[src/rtl/sinc3_pkg.sv]
package sinc3_pkg;

  // Smallest legal log2 of the decimation ratio; the output shift is k - MIN_LOG2.
  localparam int unsigned MIN_LOG2 = 2;

  // Full-scale code for a 2k-bit right-aligned result.
  function automatic logic [63:0] out_max(input int unsigned k);
    return (64'd1 << (2 * k)) - 64'd1;
  endfunction

  // Align the comb output to 2k bits and clamp at full scale.
  function automatic logic [63:0] scale_sat(input logic [63:0] d3, input int unsigned k);
    logic [63:0] sh;
    sh = d3 >> (k - MIN_LOG2);
    return (sh > out_max(k)) ? out_max(k) : sh;
  endfunction

endpackage

[src/rtl/sinc3_period.sv]
module sinc3_period #(
  parameter int unsigned KMAX = 8
) (
  input  logic                         clk,
  input  logic                         rst_n,
  input  logic [$clog2(KMAX+1)-1:0]    ratio_log2,
  output logic                         tick_o,
  output logic                         hist_full_o
);
  import sinc3_pkg::*;

  localparam int unsigned CNT_W = KMAX;
  localparam int unsigned K_W   = $clog2(KMAX + 1);

  logic [CNT_W-1:0] cnt;
  logic [CNT_W-1:0] cnt_last;
  logic [1:0]       ticks_seen;

  // R-1 as a mask of k low ones.
  assign cnt_last    = ~({CNT_W{1'b1}} << ratio_log2);
  assign tick_o      = (cnt == cnt_last);
  assign hist_full_o = (ticks_seen == 2'd3);

  always_ff @(posedge clk or negedge rst_n) begin
    if (!rst_n) begin
      cnt        <= '0;
      ticks_seen <= '0;
    end else if (tick_o) begin
      cnt <= '0;
      if (ticks_seen != 2'd3) ticks_seen <= ticks_seen + 2'd1;
    end else begin
      cnt <= cnt + CNT_W'(1);
    end
  end

  AST_RATIO_RANGE: assert property (@(posedge clk) disable iff (!rst_n)
    (ratio_log2 >= K_W'(MIN_LOG2)) && (ratio_log2 <= K_W'(KMAX)))
    else $error("ratio out of range");

endmodule

[src/rtl/sinc3_integ.sv]
module sinc3_integ #(
  parameter int unsigned ACC_W = 24
) (
  input  logic             clk,
  input  logic             rst_n,
  input  logic             bit_i,
  output logic [ACC_W-1:0] acc3_o
);

  logic             phase;
  logic             upd2_en;
  logic             upd3_en;
  logic [ACC_W-1:0] acc1;
  logic [ACC_W-1:0] acc2;
  logic [ACC_W-1:0] acc3;
  logic [ACC_W-1:0] add_b;
  logic [ACC_W-1:0] add_sum;

  // One adder: acc2 is always an operand, the other side alternates.
  assign upd2_en = ~phase;
  assign upd3_en = phase;
  assign add_b   = phase ? acc3 : acc1;
  assign add_sum = acc2 + add_b;
  assign acc3_o  = acc3;

  always_ff @(posedge clk or negedge rst_n) begin
    if (!rst_n) begin
      phase <= 1'b0;
      acc1  <= '0;
      acc2  <= '0;
      acc3  <= '0;
    end else begin
      phase <= ~phase;
      acc1  <= acc1 + ACC_W'(bit_i);
      if (upd2_en) acc2 <= add_sum;
      if (upd3_en) acc3 <= add_sum;
    end
  end

  AST_ACC2_HOLD: assert property (@(posedge clk) disable iff (!rst_n) upd3_en |=> $stable(acc2)) else $error("acc2 moved on acc3 slot");
  AST_ACC3_HOLD: assert property (@(posedge clk) disable iff (!rst_n) upd2_en |=> $stable(acc3)) else $error("acc3 moved on acc2 slot");
  AST_ACC1_STEP: assert property (@(posedge clk) disable iff (!rst_n) 1'b1 |=> ((acc1 - $past(acc1)) <= ACC_W'(1))) else $error("acc1 step too large");

endmodule

[src/rtl/sinc3_comb.sv]
module sinc3_comb #(
  parameter int unsigned ACC_W = 24,
  parameter int unsigned KMAX  = 8
) (
  input  logic                        clk,
  input  logic                        rst_n,
  input  logic                        tick_i,
  input  logic                        hist_full_i,
  input  logic [$clog2(KMAX+1)-1:0]   ratio_log2,
  input  logic [ACC_W-1:0]            acc3_i,
  output logic [2*KMAX-1:0]           sample_o,
  output logic                        valid_o
);
  import sinc3_pkg::*;

  localparam int unsigned OUT_W = 2 * KMAX;

  logic [ACC_W-1:0] z1, z2, z3;
  logic [ACC_W-1:0] d1, d2, d3;

  // Three cascaded first differences across one decimation period.
  assign d1 = acc3_i - z1;
  assign d2 = d1 - z2;
  assign d3 = d2 - z3;

  always_ff @(posedge clk or negedge rst_n) begin
    if (!rst_n) begin
      z1       <= '0;
      z2       <= '0;
      z3       <= '0;
      sample_o <= '0;
      valid_o  <= 1'b0;
    end else begin
      valid_o <= tick_i && hist_full_i;
      if (tick_i) begin
        z1 <= acc3_i;
        z2 <= d1;
        z3 <= d2;
        if (hist_full_i) sample_o <= OUT_W'(scale_sat(64'(d3), 32'(ratio_log2)));
      end
    end
  end

  // Checker-side spacing counter, independent of the period counter.
  logic [KMAX:0] gap;
  logic [KMAX:0] r_len;
  logic          seen_v;
  assign r_len = (KMAX+1)'(1) << ratio_log2;

  always_ff @(posedge clk or negedge rst_n) begin
    if (!rst_n) begin
      gap    <= '0;
      seen_v <= 1'b0;
    end else begin
      seen_v <= seen_v | valid_o;
      if (valid_o)        gap <= (KMAX+1)'(1);
      else if (gap != '1) gap <= gap + (KMAX+1)'(1);
    end
  end

  AST_VALID_PULSE: assert property (@(posedge clk) disable iff (!rst_n) valid_o |=> !valid_o) else $error("valid wider than one cycle");
  AST_VALID_SPACING: assert property (@(posedge clk) disable iff (!rst_n) (valid_o && seen_v) |-> (gap == r_len)) else $error("valid spacing");
  AST_NO_OVERFLOW: assert property (@(posedge clk) disable iff (!rst_n) valid_o |-> (64'(sample_o) <= out_max(32'(ratio_log2)))) else $error("sample above full scale");

endmodule

[src/rtl/sinc3_shared_decim.sv]
module sinc3_shared_decim #(
  parameter int unsigned KMAX = 8
) (
  input  logic                        clk,
  input  logic                        rst_n,
  input  logic                        bit_i,
  input  logic [$clog2(KMAX+1)-1:0]   ratio_log2_i,
  output logic [2*KMAX-1:0]           sample_o,
  output logic                        valid_o
);

  localparam int unsigned ACC_W = 3 * KMAX;

  logic             tick;
  logic             hist_full;
  logic [ACC_W-1:0] acc3;

  sinc3_period #(.KMAX(KMAX)) period_i (
    .clk         (clk),
    .rst_n       (rst_n),
    .ratio_log2  (ratio_log2_i),
    .tick_o      (tick),
    .hist_full_o (hist_full)
  );

  sinc3_integ #(.ACC_W(ACC_W)) integ_i (
    .clk    (clk),
    .rst_n  (rst_n),
    .bit_i  (bit_i),
    .acc3_o (acc3)
  );

  sinc3_comb #(.ACC_W(ACC_W), .KMAX(KMAX)) comb_i (
    .clk         (clk),
    .rst_n       (rst_n),
    .tick_i      (tick),
    .hist_full_i (hist_full),
    .ratio_log2  (ratio_log2_i),
    .acc3_i      (acc3),
    .sample_o    (sample_o),
    .valid_o     (valid_o)
  );

endmodule

[config.mk]
export PLATFORM = sky130hd
export DESIGN_NAME = sinc3_shared_decim
export DESIGN_NICKNAME = d
export VERILOG_FILES = /design/src/rtl/sinc3_pkg.sv /design/src/rtl/sinc3_period.sv /design/src/rtl/sinc3_integ.sv /design/src/rtl/sinc3_comb.sv /design/src/rtl/sinc3_shared_decim.sv
export SDC_FILE = /design/constraint.sdc
export NUM_CORES = 1
export LEC_CHECK = 0
export ABC_CLOCK_PERIOD_IN_PS = 9950
export CAP_MARGIN = 20
export CORE_MARGIN = 2
export CORE_UTILIZATION = 65
export CTS_BUF_LIST = sky130_fd_sc_hd__clkbuf_4
export CTS_CLUSTER_SIZE = 24
export DETAILED_ROUTE_END_ITERATION = 8
export DONT_BUFFER_PORTS = 1
export GPL_TIMING_DRIVEN = 0
export PLACE_DENSITY_LB_ADDON = 0.15
export SYNTH_ARGS = -nofsm -noshare
export SYNTH_HDL_FRONTEND = slang
export SYNTH_HIERARCHICAL = 1
export SYNTH_SLANG_ARGS = --single-unit
[constraint.sdc]
create_clock -name clk -period 9.95 [get_ports clk]
set_input_delay 1.4925 -clock clk [delete_from_list [all_inputs] [get_ports clk]]
set_output_delay 1.4925 -clock clk [all_outputs]
set_load 0.1 [all_outputs]
==> flow_summary.ini <==
[clocking]
clockBufferDepth = 2
numCtsBuffers = 17
cts_tree = built
cts-htree-levels = 4
worstSkewPairLatency_ns = 0.58
clkSinkCount = 172
path_clk_slew_ns = 0.19
cts_root_buffer = clkbuf_4

[critical_path]
critPathMaxStageDelay_ns = 0.53
path_max_fanout = 8
criticalPathCategory = flop to flop
cp_num_buf_inv = 3
crit_slowest_cell = mux4_2
cp_data_arrival_time_ns = 10.01
path_depth = 43
critPathRequiredTime_ns = 10.48
end_kind = flop
r2r_start = integ_i/acc3_o[0]$_DFFE_PN0P_
rrSetupSlack_ns = 0.46
start_kind = flop
cp_top_family = compound AO/OA/AOI/OAI gates
r2r-end = comb_i/sample_o[3]$_DFFE_PN0P_
rr_worst_depth = 43

[logic_synthesis]
syn-instance-count = 1653
synth.avg_cell_area_um2 = 8.56
synth.distinct_cells = 88
ys_warn_count = 6
syn_nets = 1787
synth_edf_count = 0
async_reset_ff_share_pct = 100
netlist_area_um2 = 14200
seq_area_frac_synth_pct = 30.4
ys_ff_latch = 172
ys.flop_type = dfrtp_1

[min_path]
min_path_type = flop to flop
hp-start = period_i/ticks_seen[0]$_DFFE_PN0P_
whs_endpoint = period_i/ticks_seen[0]$_DFFE_PN0P_
min_path_cells = 1

[floorplan]
io_pins = 24
start_util_pct = 66.7
die_area_um2 = 23000
die_h_um = 152
core_um2 = 21200
num_rows = 53
die_x_um = 152

[placed_design]
gp_congestion = 0.996
dpl.hpwl_um = 27100
port_buffers = 0

[timing]
finalCriticalPeriod_ns = 9.49
worst_slew_pin_slew_ns = 1.09
relSlewSlack_pct = 27.1
finalCritPeriodShare_pct = 95.3
setup_viol = 0
finClkSkew_ns = 0.0324
rsz0062_at_grt = no
finalSetupTns_ns = 0
maxSlewViolCount = 0
finalHoldViolCount = 0
clock.fmax_ghz = 0.105

[routing]
via_count = 12200
final_antenna_net_count = 0
routed_wl_um = 35600
route.detailed.drc = 0
drt_first_iter_violations = 635
wire_per_inst_um = 18.1
firstDrtPassIters = 5
post_drt_via_cell_ratio = 6.23

[global_routing]
overflow = 0
grt_max_degree = 173
grt_usage_pct = 32.0
grt_pass1_vias = 12200
antenna_found_initial = 1
grt_pass1_wl_um = 58500

[job]
maxCapViolCount = 0

[status]
status = finished clean

[finish]
layout_commonest_cell = nand2_1
area_growth_pct = 5.14
drive_gt1_share_pct = 9.19
layout_common_cells = nand2_1 (183), dfrtp_1 (172), o21ai_0 (129)
finalNetCount = 1807
## registers in the layout (all words and copies together) (netlist names)
register,count
comb_i/sample_o,16
comb_i/valid_o,1
comb_i/z1,24
comb_i/z2,24
comb_i/z3,24
integ_i/acc1,24
integ_i/acc2,24
integ_i/acc3_o,24
integ_i/phase,1
period_i/cnt,8
period_i/ticks_seen,2
## metal layers
metal,track usage (%),wire (um)
met3,4.19,1320
met2,58.5,18000
met5,0,0
met1,37.4,14700
met4,14.3,1510
## Yosys cell counts (15+ instances only)
master	n	share of area (%)
o21ai_0	129	4.6
a31oi_1	17	0.75
inv_1	101	2.7
xor2_1	31	1.9
nand3_1	39	1.4
a211oi_1	17	0.90
mux2i_1	18	1.3
nand2b_1	18	0.80
nor3_1	35	1.2
clkbuf_1	48	1.3
o21a_1	23	1.2
mux2_2	72	5.7
nand4_1	16	0.71
ha_1	123	11
o31ai_1	15	0.80
dfrtp_1	172	30
nand2_1	183	4.9
a21oi_1	110	3.9
and3_1	26	1.1
xnor2_1	76	4.7
nor2_1	105	2.8
and2_1	16	0.71
a21o_1	44	2.3
nor2b_1	15	0.66
o211ai_1	17	0.90
## worst max-delay path by stage
stage,start,endpoint,slack (ns)
finish,integ_i/acc3_o[0]$_DFFE_PN0P_,comb_i/sample_o[3]$_DFFE_PN0P_,0.46
global route,integ_i/acc3_o[0]$_DFFE_PN0P_,comb_i/sample_o[3]$_DFFE_PN0P_,0.02
CTS,integ_i/acc3_o[0]$_DFFE_PN0P_,comb_i/sample_o[9]$_DFFE_PN0P_,0.11
detailed placement,integ_i/acc3_o[0]$_DFFE_PN0P_,comb_i/sample_o[9]$_DFFE_PN0P_,0.06
global placement,integ_i/acc3_o[0]$_DFFE_PN0P_,comb_i/sample_o[4]$_DFFE_PN0P_,0.1
floorplan,integ_i/acc3_o[0]$_DFFE_PN0P_,comb_i/sample_o[2]$_DFFE_PN0P_,1.88
## cells by family (layout without fill, tap and decap cells)
| group | Yosys count | count (layout) | share of synthesized area [%] |
|---|---|---|---|
| mux | 96 | 96 | 7.84 |
| other cells | 0 | 1 | 0 |
| xor+xnor | 108 | 108 | 6.74 |
| compound gates | 466 | 466 | 21.2 |
| buf+inv | 175 | 208 | 5.04 |
| simple gates | 509 | 509 | 17.3 |
| fa+ha+maj | 127 | 127 | 11.4 |
| flops | 172 | 172 | 30.4 |
## metrics by stage
step	util, %	area, um2	setup WS (ns)	hold slack (ns)	instances
global route	70.1	14900	0.0178	0.500	1962
floorplan	-	14200	1.88	0.448	1653
detailed placement	68.3	14500	0.0614	0.469	1928
global placement	68.3	14500	0.0974	0.461	1928
CTS	69.9	14800	0.115	0.500	1960
finish	70.1	14900	0.463	0.495	1962
## layout make-up
type	instances	area (um2)
multi-input cells	1306	9160
fillers	1740	6340
flip-flops and latches	172	4300
inverters	105	394
well taps	275	344
plain buffers	70	320
clock inverters	15	215
clock buffers	17	128
repair buffers	1	7.51
diodes	1	2.50
## what timing repair did
item | CTS | global route
endpoints found under the setup margin | 4 | 16
hold buffers | 0 | 0
setup buffers | 0 | 1
resized for setup | 1 | 7
pin swaps | 0 | 1
Power is not shown: default switching activity piles up to over one toggle a cycle in this logic, so the estimate is an artifact.
